**src/rtl/pipe5_pkg.sv**
```systemverilog
package pipe5_pkg;
  localparam int XLEN   = 32;
  localparam int RIDX_W = 5;
  localparam int NREGS  = 1 << RIDX_W;
  localparam int OP_W   = 6;
  localparam int IMM_W  = 16;

  localparam logic [OP_W-1:0] OP_RTYPE = 6'h00;
  localparam logic [OP_W-1:0] OP_LW    = 6'h23;
  localparam logic [OP_W-1:0] OP_SW    = 6'h2B;
  localparam logic [OP_W-1:0] OP_BEQ   = 6'h04;

  localparam logic [OP_W-1:0] FN_ADD = 6'h20;
  localparam logic [OP_W-1:0] FN_SUB = 6'h22;
  localparam logic [OP_W-1:0] FN_AND = 6'h24;
  localparam logic [OP_W-1:0] FN_OR  = 6'h25;
  localparam logic [OP_W-1:0] FN_SLT = 6'h2A;

  typedef enum logic [2:0] {
    ALU_AND = 3'b000,
    ALU_OR  = 3'b001,
    ALU_ADD = 3'b010,
    ALU_SUB = 3'b110,
    ALU_SLT = 3'b111
  } aluCtl_e;

  typedef enum logic [1:0] {
    MAIN_ADD   = 2'b00,
    MAIN_SUB   = 2'b01,
    MAIN_FUNCT = 2'b10
  } aluMain_e;

  typedef struct packed {
    logic    regWrite;
    logic    memToReg;
    logic    memWrite;
    logic    branch;
    aluCtl_e aluCtl;
    logic    aluSrc;
    logic    regDst;
  } ctrl_t;

  typedef struct packed {
    logic [XLEN-1:0] instr;
    logic [XLEN-1:0] pcPlus4;
  } fdReg_t;

  typedef struct packed {
    ctrl_t             ctrl;
    logic [XLEN-1:0]   rd1;
    logic [XLEN-1:0]   rd2;
    logic [XLEN-1:0]   signImm;
    logic [XLEN-1:0]   pcPlus4;
    logic [RIDX_W-1:0] rt;
    logic [RIDX_W-1:0] rd;
  } deReg_t;

  typedef struct packed {
    logic              regWrite;
    logic              memToReg;
    logic              memWrite;
    logic              branch;
    logic              zero;
    logic [XLEN-1:0]   aluOut;
    logic [XLEN-1:0]   writeData;
    logic [XLEN-1:0]   pcBranch;
    logic [RIDX_W-1:0] writeReg;
  } emReg_t;

  typedef struct packed {
    logic              regWrite;
    logic              memToReg;
    logic [XLEN-1:0]   readData;
    logic [XLEN-1:0]   aluOut;
    logic [RIDX_W-1:0] writeReg;
  } mwReg_t;
endpackage

```
**src/rtl/pipe5_ctrl.sv**
```systemverilog
module pipe5_ctrl
  import pipe5_pkg::*;
(
  input  logic [OP_W-1:0] opD,
  input  logic [OP_W-1:0] functD,
  input  logic            branchM,
  input  logic            zeroM,
  output ctrl_t           ctrlD,
  output logic            pcSrcM
);
  aluMain_e mainOp;

  // main decoder: opcode to strobes plus a coarse ALU class
  always_comb begin
    ctrlD  = '0;
    mainOp = MAIN_ADD;
    unique case (opD)
      OP_RTYPE: begin
        ctrlD.regWrite = 1'b1;
        ctrlD.regDst   = 1'b1;
        mainOp         = MAIN_FUNCT;
      end
      OP_LW: begin
        ctrlD.regWrite = 1'b1;
        ctrlD.aluSrc   = 1'b1;
        ctrlD.memToReg = 1'b1;
      end
      OP_SW: begin
        ctrlD.aluSrc   = 1'b1;
        ctrlD.memWrite = 1'b1;
      end
      OP_BEQ: begin
        ctrlD.branch = 1'b1;
        mainOp       = MAIN_SUB;
      end
      default: ;
    endcase

    // ALU decoder: class plus function code to the 3-bit operation
    unique case (mainOp)
      MAIN_SUB:   ctrlD.aluCtl = ALU_SUB;
      MAIN_FUNCT: begin
        unique case (functD)
          FN_SUB:  ctrlD.aluCtl = ALU_SUB;
          FN_AND:  ctrlD.aluCtl = ALU_AND;
          FN_OR:   ctrlD.aluCtl = ALU_OR;
          FN_SLT:  ctrlD.aluCtl = ALU_SLT;
          default: ctrlD.aluCtl = ALU_ADD;
        endcase
      end
      default:    ctrlD.aluCtl = ALU_ADD;
    endcase
  end

  // branch decision consumed in the memory stage
  assign pcSrcM = branchM & zeroM;
endmodule

```
**src/rtl/pipe5_regfile.sv**
```systemverilog
module pipe5_regfile #(
  parameter int DATA_W = 32,
  parameter int ADDR_W = 5
) (
  input  logic              clk,
  input  logic              rstN,
  input  logic [ADDR_W-1:0] rdAddr1,
  input  logic [ADDR_W-1:0] rdAddr2,
  output logic [DATA_W-1:0] rdData1,
  output logic [DATA_W-1:0] rdData2,
  input  logic              wrEn,
  input  logic [ADDR_W-1:0] wrAddr,
  input  logic [DATA_W-1:0] wrData
);
  localparam int DEPTH = 1 << ADDR_W;

  logic [DATA_W-1:0] regs [DEPTH];

  // falling-edge write: decode in the same cycle sees the new value
  always_ff @(negedge clk or negedge rstN) begin
    if (!rstN) begin
      for (int i = 0; i < DEPTH; i++) regs[i] <= '0;
    end else if (wrEn && (wrAddr != '0)) begin
      regs[wrAddr] <= wrData;
    end
  end

  assign rdData1 = (rdAddr1 == '0) ? '0 : regs[rdAddr1];
  assign rdData2 = (rdAddr2 == '0) ? '0 : regs[rdAddr2];
endmodule

```
**src/rtl/pipe5_alu.sv**
```systemverilog
module pipe5_alu
  import pipe5_pkg::*;
#(
  parameter int W = 32
) (
  input  logic [W-1:0] opA,
  input  logic [W-1:0] opB,
  input  aluCtl_e      aluCtl,
  output logic [W-1:0] result,
  output logic         zero
);
  always_comb begin
    unique case (aluCtl)
      ALU_AND: result = opA & opB;
      ALU_OR:  result = opA | opB;
      ALU_SUB: result = opA - opB;
      ALU_SLT: result = {{(W-1){1'b0}}, ($signed(opA) < $signed(opB))};
      default: result = opA + opB;
    endcase
  end

  assign zero = (result == '0);
endmodule

```
**src/rtl/pipe5_datapath.sv**
```systemverilog
module pipe5_datapath
  import pipe5_pkg::*;
(
  input  logic             clk,
  input  logic             rstN,
  input  ctrl_t            ctrlD,
  input  logic             pcSrcM,
  output logic [OP_W-1:0]  opD,
  output logic [OP_W-1:0]  functD,
  output logic             branchM,
  output logic             zeroM,
  output logic [XLEN-1:0]  imemAddr,
  input  logic [XLEN-1:0]  imemData,
  output logic [XLEN-1:0]  dmemAddr,
  output logic [XLEN-1:0]  dmemWrData,
  output logic             dmemWe,
  input  logic [XLEN-1:0]  dmemRdData
);
  localparam logic [XLEN-1:0] STEP = XLEN'(4);

  logic [XLEN-1:0] pcF, pcPlus4F, pcNext;
  fdReg_t fdQ, fdNext;
  deReg_t deQ, deNext;
  emReg_t emQ, emNext;
  mwReg_t mwQ, mwNext;

  logic [RIDX_W-1:0] rsD, rtD, rdD;
  logic [XLEN-1:0]   rd1D, rd2D, signImmD;
  logic [XLEN-1:0]   srcBE, aluOutE;
  logic              zeroE;
  logic [XLEN-1:0]   resultW;

  // ---------------- fetch ----------------
  assign pcPlus4F = pcF + STEP;
  assign pcNext   = pcSrcM ? emQ.pcBranch : pcPlus4F;
  assign imemAddr = pcF;
  assign fdNext   = '{instr: imemData, pcPlus4: pcPlus4F};

  always_ff @(posedge clk or negedge rstN) begin
    if (!rstN) begin
      pcF <= '0;
      fdQ <= '0;
    end else begin
      pcF <= pcNext;
      fdQ <= fdNext;
    end
  end

  // ---------------- decode ----------------
  assign opD      = fdQ.instr[31:26];
  assign rsD      = fdQ.instr[25:21];
  assign rtD      = fdQ.instr[20:16];
  assign rdD      = fdQ.instr[15:11];
  assign functD   = fdQ.instr[5:0];
  assign signImmD = {{(XLEN-IMM_W){fdQ.instr[IMM_W-1]}}, fdQ.instr[IMM_W-1:0]};

  pipe5_regfile #(.DATA_W(XLEN), .ADDR_W(RIDX_W)) u_rf (
    .clk     (clk),
    .rstN    (rstN),
    .rdAddr1 (rsD),
    .rdAddr2 (rtD),
    .rdData1 (rd1D),
    .rdData2 (rd2D),
    .wrEn    (mwQ.regWrite),
    .wrAddr  (mwQ.writeReg),
    .wrData  (resultW)
  );

  always_comb begin
    deNext.ctrl    = ctrlD;
    deNext.rd1     = rd1D;
    deNext.rd2     = rd2D;
    deNext.signImm = signImmD;
    deNext.pcPlus4 = fdQ.pcPlus4;
    deNext.rt      = rtD;
    deNext.rd      = rdD;
  end

  always_ff @(posedge clk or negedge rstN) begin
    if (!rstN) deQ <= '0;
    else       deQ <= deNext;
  end

  // ---------------- execute ----------------
  assign srcBE = deQ.ctrl.aluSrc ? deQ.signImm : deQ.rd2;

  pipe5_alu #(.W(XLEN)) u_alu (
    .opA    (deQ.rd1),
    .opB    (srcBE),
    .aluCtl (deQ.ctrl.aluCtl),
    .result (aluOutE),
    .zero   (zeroE)
  );

  always_comb begin
    emNext.regWrite  = deQ.ctrl.regWrite;
    emNext.memToReg  = deQ.ctrl.memToReg;
    emNext.memWrite  = deQ.ctrl.memWrite;
    emNext.branch    = deQ.ctrl.branch;
    emNext.zero      = zeroE;
    emNext.aluOut    = aluOutE;
    emNext.writeData = deQ.rd2;
    emNext.pcBranch  = {deQ.signImm[XLEN-3:0], 2'b00} + deQ.pcPlus4;
    emNext.writeReg  = deQ.ctrl.regDst ? deQ.rd : deQ.rt;
  end

  always_ff @(posedge clk or negedge rstN) begin
    if (!rstN) emQ <= '0;
    else       emQ <= emNext;
  end

  // ---------------- memory ----------------
  assign dmemAddr   = emQ.aluOut;
  assign dmemWrData = emQ.writeData;
  assign dmemWe     = emQ.memWrite;
  assign branchM    = emQ.branch;
  assign zeroM      = emQ.zero;

  always_comb begin
    mwNext.regWrite = emQ.regWrite;
    mwNext.memToReg = emQ.memToReg;
    mwNext.readData = dmemRdData;
    mwNext.aluOut   = emQ.aluOut;
    mwNext.writeReg = emQ.writeReg;
  end

  always_ff @(posedge clk or negedge rstN) begin
    if (!rstN) mwQ <= '0;
    else       mwQ <= mwNext;
  end

  // ---------------- writeback ----------------
  assign resultW = mwQ.memToReg ? mwQ.readData : mwQ.aluOut;
endmodule

```
**src/rtl/pipe5_core.sv**
```systemverilog
module pipe5_core
  import pipe5_pkg::*;
(
  input  logic        clk,
  input  logic        rstN,
  output logic [31:0] imemAddr,
  input  logic [31:0] imemData,
  output logic [31:0] dmemAddr,
  output logic [31:0] dmemWrData,
  output logic        dmemWe,
  input  logic [31:0] dmemRdData
);
  ctrl_t           ctrlD;
  logic [OP_W-1:0] opD, functD;
  logic            branchM, zeroM, pcSrcM;

  pipe5_ctrl u_ctrl (
    .opD     (opD),
    .functD  (functD),
    .branchM (branchM),
    .zeroM   (zeroM),
    .ctrlD   (ctrlD),
    .pcSrcM  (pcSrcM)
  );

  pipe5_datapath u_dp (
    .clk        (clk),
    .rstN       (rstN),
    .ctrlD      (ctrlD),
    .pcSrcM     (pcSrcM),
    .opD        (opD),
    .functD     (functD),
    .branchM    (branchM),
    .zeroM      (zeroM),
    .imemAddr   (imemAddr),
    .imemData   (imemData),
    .dmemAddr   (dmemAddr),
    .dmemWrData (dmemWrData),
    .dmemWe     (dmemWe),
    .dmemRdData (dmemRdData)
  );
endmodule

```
**config.mk**
```make
export PLATFORM = sky130hd
export DESIGN_NAME = pipe5_core
export DESIGN_NICKNAME = d
export VERILOG_FILES = /design/src/rtl/pipe5_pkg.sv /design/src/rtl/pipe5_ctrl.sv /design/src/rtl/pipe5_regfile.sv /design/src/rtl/pipe5_alu.sv /design/src/rtl/pipe5_datapath.sv /design/src/rtl/pipe5_core.sv
export SDC_FILE = /design/constraint.sdc
export NUM_CORES = 2
export LEC_CHECK = 0
export ABC_AREA = 1
export BUFFER_PORTS_ARGS = -buffer_cell sky130_fd_sc_hd__buf_4
export CELL_PAD_IN_SITES_DETAIL_PLACEMENT = 2
export CELL_PAD_IN_SITES_GLOBAL_PLACEMENT = 2
export CORE_AREA = 5 5 413 496
export CTS_CLUSTER_SIZE = 14
export DETAILED_ROUTE_END_ITERATION = 12
export DIE_AREA = 0 0 418 501
export HOLD_SLACK_MARGIN = 0.08
export PLACE_DENSITY = 0.83
export SETUP_SLACK_MARGIN = 0.3
export SLEW_MARGIN = 20
export SYNTH_ARGS = -nofsm -noshare
export SYNTH_HDL_FRONTEND = slang
export SYNTH_HIERARCHICAL = 1
export SYNTH_SLANG_ARGS = --single-unit
```
**constraint.sdc**
```tcl
create_clock -name clk -period 5.7 [get_ports clk]
set_clock_uncertainty 0.15 [all_clocks]
set_input_delay 0.285 -clock clk [delete_from_list [all_inputs] [get_ports clk]]
set_output_delay 0.285 -clock clk [all_outputs]
set_load 0.03 [all_outputs]
```
======== Yosys cells after proc, flatten, opt, wreduce, memory -nomap -nowiden ========
Index checks and enable logic that the tools add are counted.
Widths: inputs -> output; s select.
cells by class
  add/subtract/negate cells ............... 4
  multipliers ............................. 0
  div/mod/pow operators ................... 0
  $lt $le $gt $ge ......................... 5
  eq/ne operators ......................... 12
  shifts and indexed selects .............. 0
  muxes and demuxes ....................... 25
  bitwise operators ....................... 6
  reductions and logical operators ........ 10
operators with widths
  kind                   number
  $bwmux 1024            1
  $bmux 32 s5            2
  $mux 32                10
  $demux 32 s5           1
  $pmux 32 s4            1
  $add 32x32->32         2
  $eq 6x6->1 const B     6
  $add 32x3->32 const B  1
  $and 32x32->32         1
  $logic_not 32->1       1
  $lt 32x32->1           1
  $or 32x32->32          1
  $sub 32x32->32         1
  $ge 6x6->1 const B     3
  $not 5->6              3
  $pmux 3 s4             1
  $logic_not 5->1        2
  $eq 3x3->1 const B     2
  $eq 6x3->1 const B     1
  $logic_not 6->1        1
  $lt 6x1->1 const B     1
  $mux 1                 6
  $pmux 3 s2             1
  $mux 5                 1
  9 further kinds        11
word-level totals
  flip-flop bits (word level) ............. 1,428
  latch bits .............................. 0
  memory bits (writable) .................. 0
  ROM bits ................................ 0
  output and inout bits ................... 97
  memories kept ........................... 0

======== Depth between registers and ports, before layout ========
  depth after elaboration ................. 6
  gate-level depth with buffers ........... 23
  depth with buffers taken out ............ 21

======== Hierarchy ========
Netlist, hierarchy kept.
modules (own cells, without submodules)
  module          instances  cells each  area an instance (um2)  sequential area each (um2)
  pipe5_regfile   1          8,368       57,615.3                25,624.6
  pipe5_datapath  1          1,277       14,756.7                9,984.6
  pipe5_alu       1          1,344       6,688.9                 0.0
  pipe5_ctrl      1          46          219.0                   0.0

==> summary.md <==
| Metric | Value |
|---|---|
| Total GRT Usage | between 40% and 50% |
| Floorplan die height | around 500 um |
| Layout cells sized above 1 | roughly 8.4% |
| Status | complete, no violations |
| Worst path cell trace | inv_4 -> nand2_1 -> nor2_4 -> nand2_1 -> nand2_2 -> inv_6 -> nand2_4 -> nor2_8 -> buf_4 -> buf_4 -> buf_4 -> nand2_1 -> o21ai_0 |
| P&R area growth vs syn | 14.1% |
| Std-Cell Rows | 180 |
| Period utilization | 96.4% |
| Sequential Power Share | between 30% and 40% |
| Filler instances | about 23000 |
| Commonest cells post-synth | nand2_1, nand3_1, o21ai_0, dfrtn_1, inv_1 |
| CTS tree | built |
| Critical path's slowest cell | dfrtp_2 |
| Post-DR wirelength/cell | ~33 um |
| Synth warn | 6 |
| Combinational power share | a little over a fifth |
| Post-Syn Instances | between 10000 and 15000 |
| Max Clock Freq | ~180 MHz |
| Worst Path Arrival | between 3 and 4 ns |
| RSZ-0062 raised after global routing | no |
| Crit path depth | 13 |
| Cts bufs inserted | 161 |
| P_int | approximately 0.019 W |
| R2R Path Start | u_dp/mwQ[4]$_DFF_PN0_ |
| Vias in the first global route | between 90000 and 100k |
| Headroom to the max-slew limit | 18.6% |
| Start point of the critical path | u_dp/mwQ[4]$_DFF_PN0_ |
| DR iter-0 viols | 8208 |
| Max_cap viols | 0 |
| Top post-synthesis cells by area | dfrtn_1, nand2_1, dfrtp_1 |
| Gpl congestion | approximately 0.94 |
| Pins over their slew limit | 0 |
| Initial Util | between 30% and 40% |
| Num ports | around 160 |
| Mean Syn Cell Area | 7.18 um2 |
| Power density over cell area | roughly 320 nW/um2 |
| Via count | 86300 |
| Nets | about 11000 |
| Reg2Reg Setup Slack | roughly 0.21 ns |
| Leading area contributor after synthesis | dfrtn_1 |
| Vias per cell | 6.29 |
| Clk_lat worst skew | approximately 0.87 ns |
| Main combinational cell family by area after synthesis | simple AND/OR/NAND/NOR gates |
| Crit path time final | about 5.5 ns |
| Congestion Overflow GR | 0 |
| Mux contribution to synthesized area | less than 1% |
| Antenna violations before repair | 60 |
| Cell family contributing the most delay on the critical path | simple AND/OR/NAND/NOR gates |
| Most frequent cell after synthesis | nand2_1 |
| Core Region | around 200000 um2 |
| Global-route wire length before repair | 656000 um |
| Total iterations of the first detailed-routing run | 5 |
| Sw frac | a little over a third |
| Final setup vio count | 0 |
| CP Class | reg2reg |
| Worst Setup EP | u_dp/u_rf/regs[72]$_DFFE_NN0P_ |
| Crit path required time | 3.28 ns |
| Final WL | 453000 um |
| Largest net degree at the start of global routing | approximately 160 |
| Clk sinks | ~1400 |
| Count of cell types in the netlist | 52 |
| Worst Reg-to-Reg Cells | 13 |
| Reg2Reg Capture Point | u_dp/u_rf/regs[72]$_DFFE_NN0P_ |
| Reg clk slew, reported paths | ~0.09 ns |
| Post-Synthesis Net Count | approximately 11000 |
| Top-area cell type share of the netlist area | 32.3% |
| Worst hold path class | reg2reg |
| Worst IR Drop VDD | around 270 uV |
| Area occupied by multi-input gates | 36400 um2 |
| Htree depth | 4 |
| Sequential share of the synthesized area | 44.9% |
| Synth Area in XOR/XNOR | less than 1% |
| Leakage | between 40 and 50 nW |
| FF+latch count, synth | between 1000 and 1500 |
| Final hold violation count | 0 |
| Clk root buf | clkbuf_16 |
| Synth Area in Compound Gates | 12.5% |
| Post-route ant nets | 0 |
| Reg area | roughly 36000 um2 |
| Crit-path max FO | 7 |
| Chip Width | 418 um |
| Post-Synth Simple-Gate Area | between 20% and 30% |
| Port buffer count | around 160 |
| Clock network fraction of design power | between 30% and 40% |
| Clock Path Buffers | 3 |
| Mapped Area | 79300 um2 |
| Crit end category | flip-flop |
| Synth Area in Adders | approximately 2.1% |
| Bufs and invs on worst path | 5 |
| CP startpoint kind | flip-flop |
| Area of the die | approximately 210000 um2 |
| Worst Tran Pin Value | ~1.2 ns |
| Non-filler cells, final | 13723 |
| Post-placement cell count | 13252 |
| Setup tns final | 0 ns |
| Most used DFF post-synth | dfrtn_1 |
| Post-DP HPWL | ~250000 um |
| Asr flop ratio synth | 100% |
| Remaining DRCs | 0 |
| Number of flops mapped to enable cells by yosys | 0 |
| Switching power | about 0.011 W |
| Crit-path max cell delay | ~0.48 ns |
[worst register-to-register path, stage by stage, from the launching register on]
cell and delay [ns]:
dfrtp_2 0.48, inv_4 0.15, nand2_1 0.17, nor2_4 0.17
nand2_1 0.08, nand2_2 0.12, inv_6 0.10, nand2_4 0.18
nor2_8 0.07, buf_4 0.20, buf_4 0.19, buf_4 0.15
nand2_1 0.06, o21ai_0 0.12
[cell families after synthesis]
group	count (synthesis)
flip-flops	1423
AND/OR/NAND/NOR	5724
AO/OA/AOI/OAI	1859
adder cells (fa/ha/maj)	131
XOR/XNOR	34
buffers and inverters	1813
multiplexers	51
[registers in the layout, indices dropped and copies added, names as in the netlist]
| signal | cells |
|---|---|
| u_dp/dmemWe | 1 |
| u_dp/zeroM | 1 |
| u_dp/deQ | 126 |
| u_dp/imemAddr | 32 |
| u_dp/emQ | 39 |
| u_dp/opD | 6 |
| u_dp/mwQ | 71 |
| u_dp/fdQ | 5 |
| u_dp/branchM | 1 |
| u_dp/dmemAddr | 32 |
| u_dp/dmemWrData | 32 |
| u_dp/u_rf/regs | 1024 |
| u_dp/deNext | 47 |
| u_dp/functD | 6 |
[per-layer routing]
| layer | wire [um] | track usage (%) | part of all wire, % |
|---|---|---|---|
| met2 | 207000 | 67.0 | 46 |
| met1 | 165000 | 47.4 | 36 |
| met3 | 39900 | 12.0 | 8.8 |
| met4 | 40600 | 33.0 | 9.0 |
| met5 | 406 | 0 | 0.090 |
[through the flow]
stage,total power [W],worst slack (ns),hold slack [ns],util [%],area (um2)
floorplan,0.0144,0.921,-0.161,-,79300
global placement,0.0169,0.417,0.158,41.7,83200
detailed placement,0.0171,0.252,0.166,41.7,83200
CTS,0.0285,0.225,0.194,45.2,90200
global route,0.0299,0.165,0.200,45.3,90400
finish,0.0292,0.207,0.183,45.3,90400
[worst min-delay path by stage]
stage,from,to,slack (ns),cells after the start
global placement,rstN,u_dp/emQ[0]$_DFF_PN0_,0.16,1
detailed placement,rstN,u_dp/deQ[5]$_DFF_PN0_,0.17,1
CTS,u_dp/deQ[146]$_DFF_PN0_,u_dp/emQ[105]$_DFF_PN0_,0.19,0
finish,u_dp/deQ[146]$_DFF_PN0_,u_dp/emQ[105]$_DFF_PN0_,0.18,0
floorplan,rstN,u_dp/branchM$_DFF_PN0_,-0.16,0
global route,u_dp/deQ[146]$_DFF_PN0_,u_dp/emQ[105]$_DFF_PN0_,0.20,0
[cell type report]
| class | count | area share, % |
|---|---|---|
| Antenna cell | 25 | 0.0692 |
| Clock buffer | 240 | 5.32 |
| Clock inverter | 51 | 0.733 |
| Inverter | 963 | 4.07 |
| Multi-Input combinational cell | 7800 | 40.3 |
| Sequential cell | 1423 | 39.4 |
| Tap cell | 2639 | 3.65 |
| Timing Repair Buffer | 582 | 6.48 |
[placed cells by master (no fill, tap or decap), types with 25 or more instances in the layout]
master,Yosys,layout
clkinv_2,0,25
nand3_1,1170,1164
mux2_2,48,48
o21ai_1,25,26
clkbuf_8,0,40
clkbuf_1,480,35
o21ai_0,1059,1058
buf_4,109,359
nor2_1,789,779
nand4_1,32,32
o211ai_1,201,201
diode_2,0,25
clkbuf_16,0,165
inv_1,939,928
dfrtp_1,399,385
a21oi_1,526,525
nor2_2,29,29
ha_1,128,128
buf_12,0,91
dlygate4sd3_1,0,130
nand2_1,3599,3592
dfrtn_1,1024,1024
[power groups by stage]
| stage | registers (W) | clock network, W | logic (W) |
|---|---|---|---|
| floorplan | 0.0111 | 0 | 0.00327 |
| global placement | 0.0114 | 0 | 0.00551 |
| detailed placement | 0.0114 | 0 | 0.00573 |
| CTS | 0.0113 | 0.0113 | 0.00593 |
| global route | 0.0114 | 0.0119 | 0.00663 |
| finish | 0.0114 | 0.0115 | 0.00639 |
[what timing repair did]
action | 4_1_cts | 5_1_grt
hold buffers | 130 | 0
resized for setup | 6 | 24
setup buffers | 17 | 7
endpoints found under the hold margin | 207 | 0
cloned | 1 | 0
endpoints found under the setup margin | 139 | 446
pin swaps | 6 | 4
Note: power is estimated with default switching activity, not from simulation.
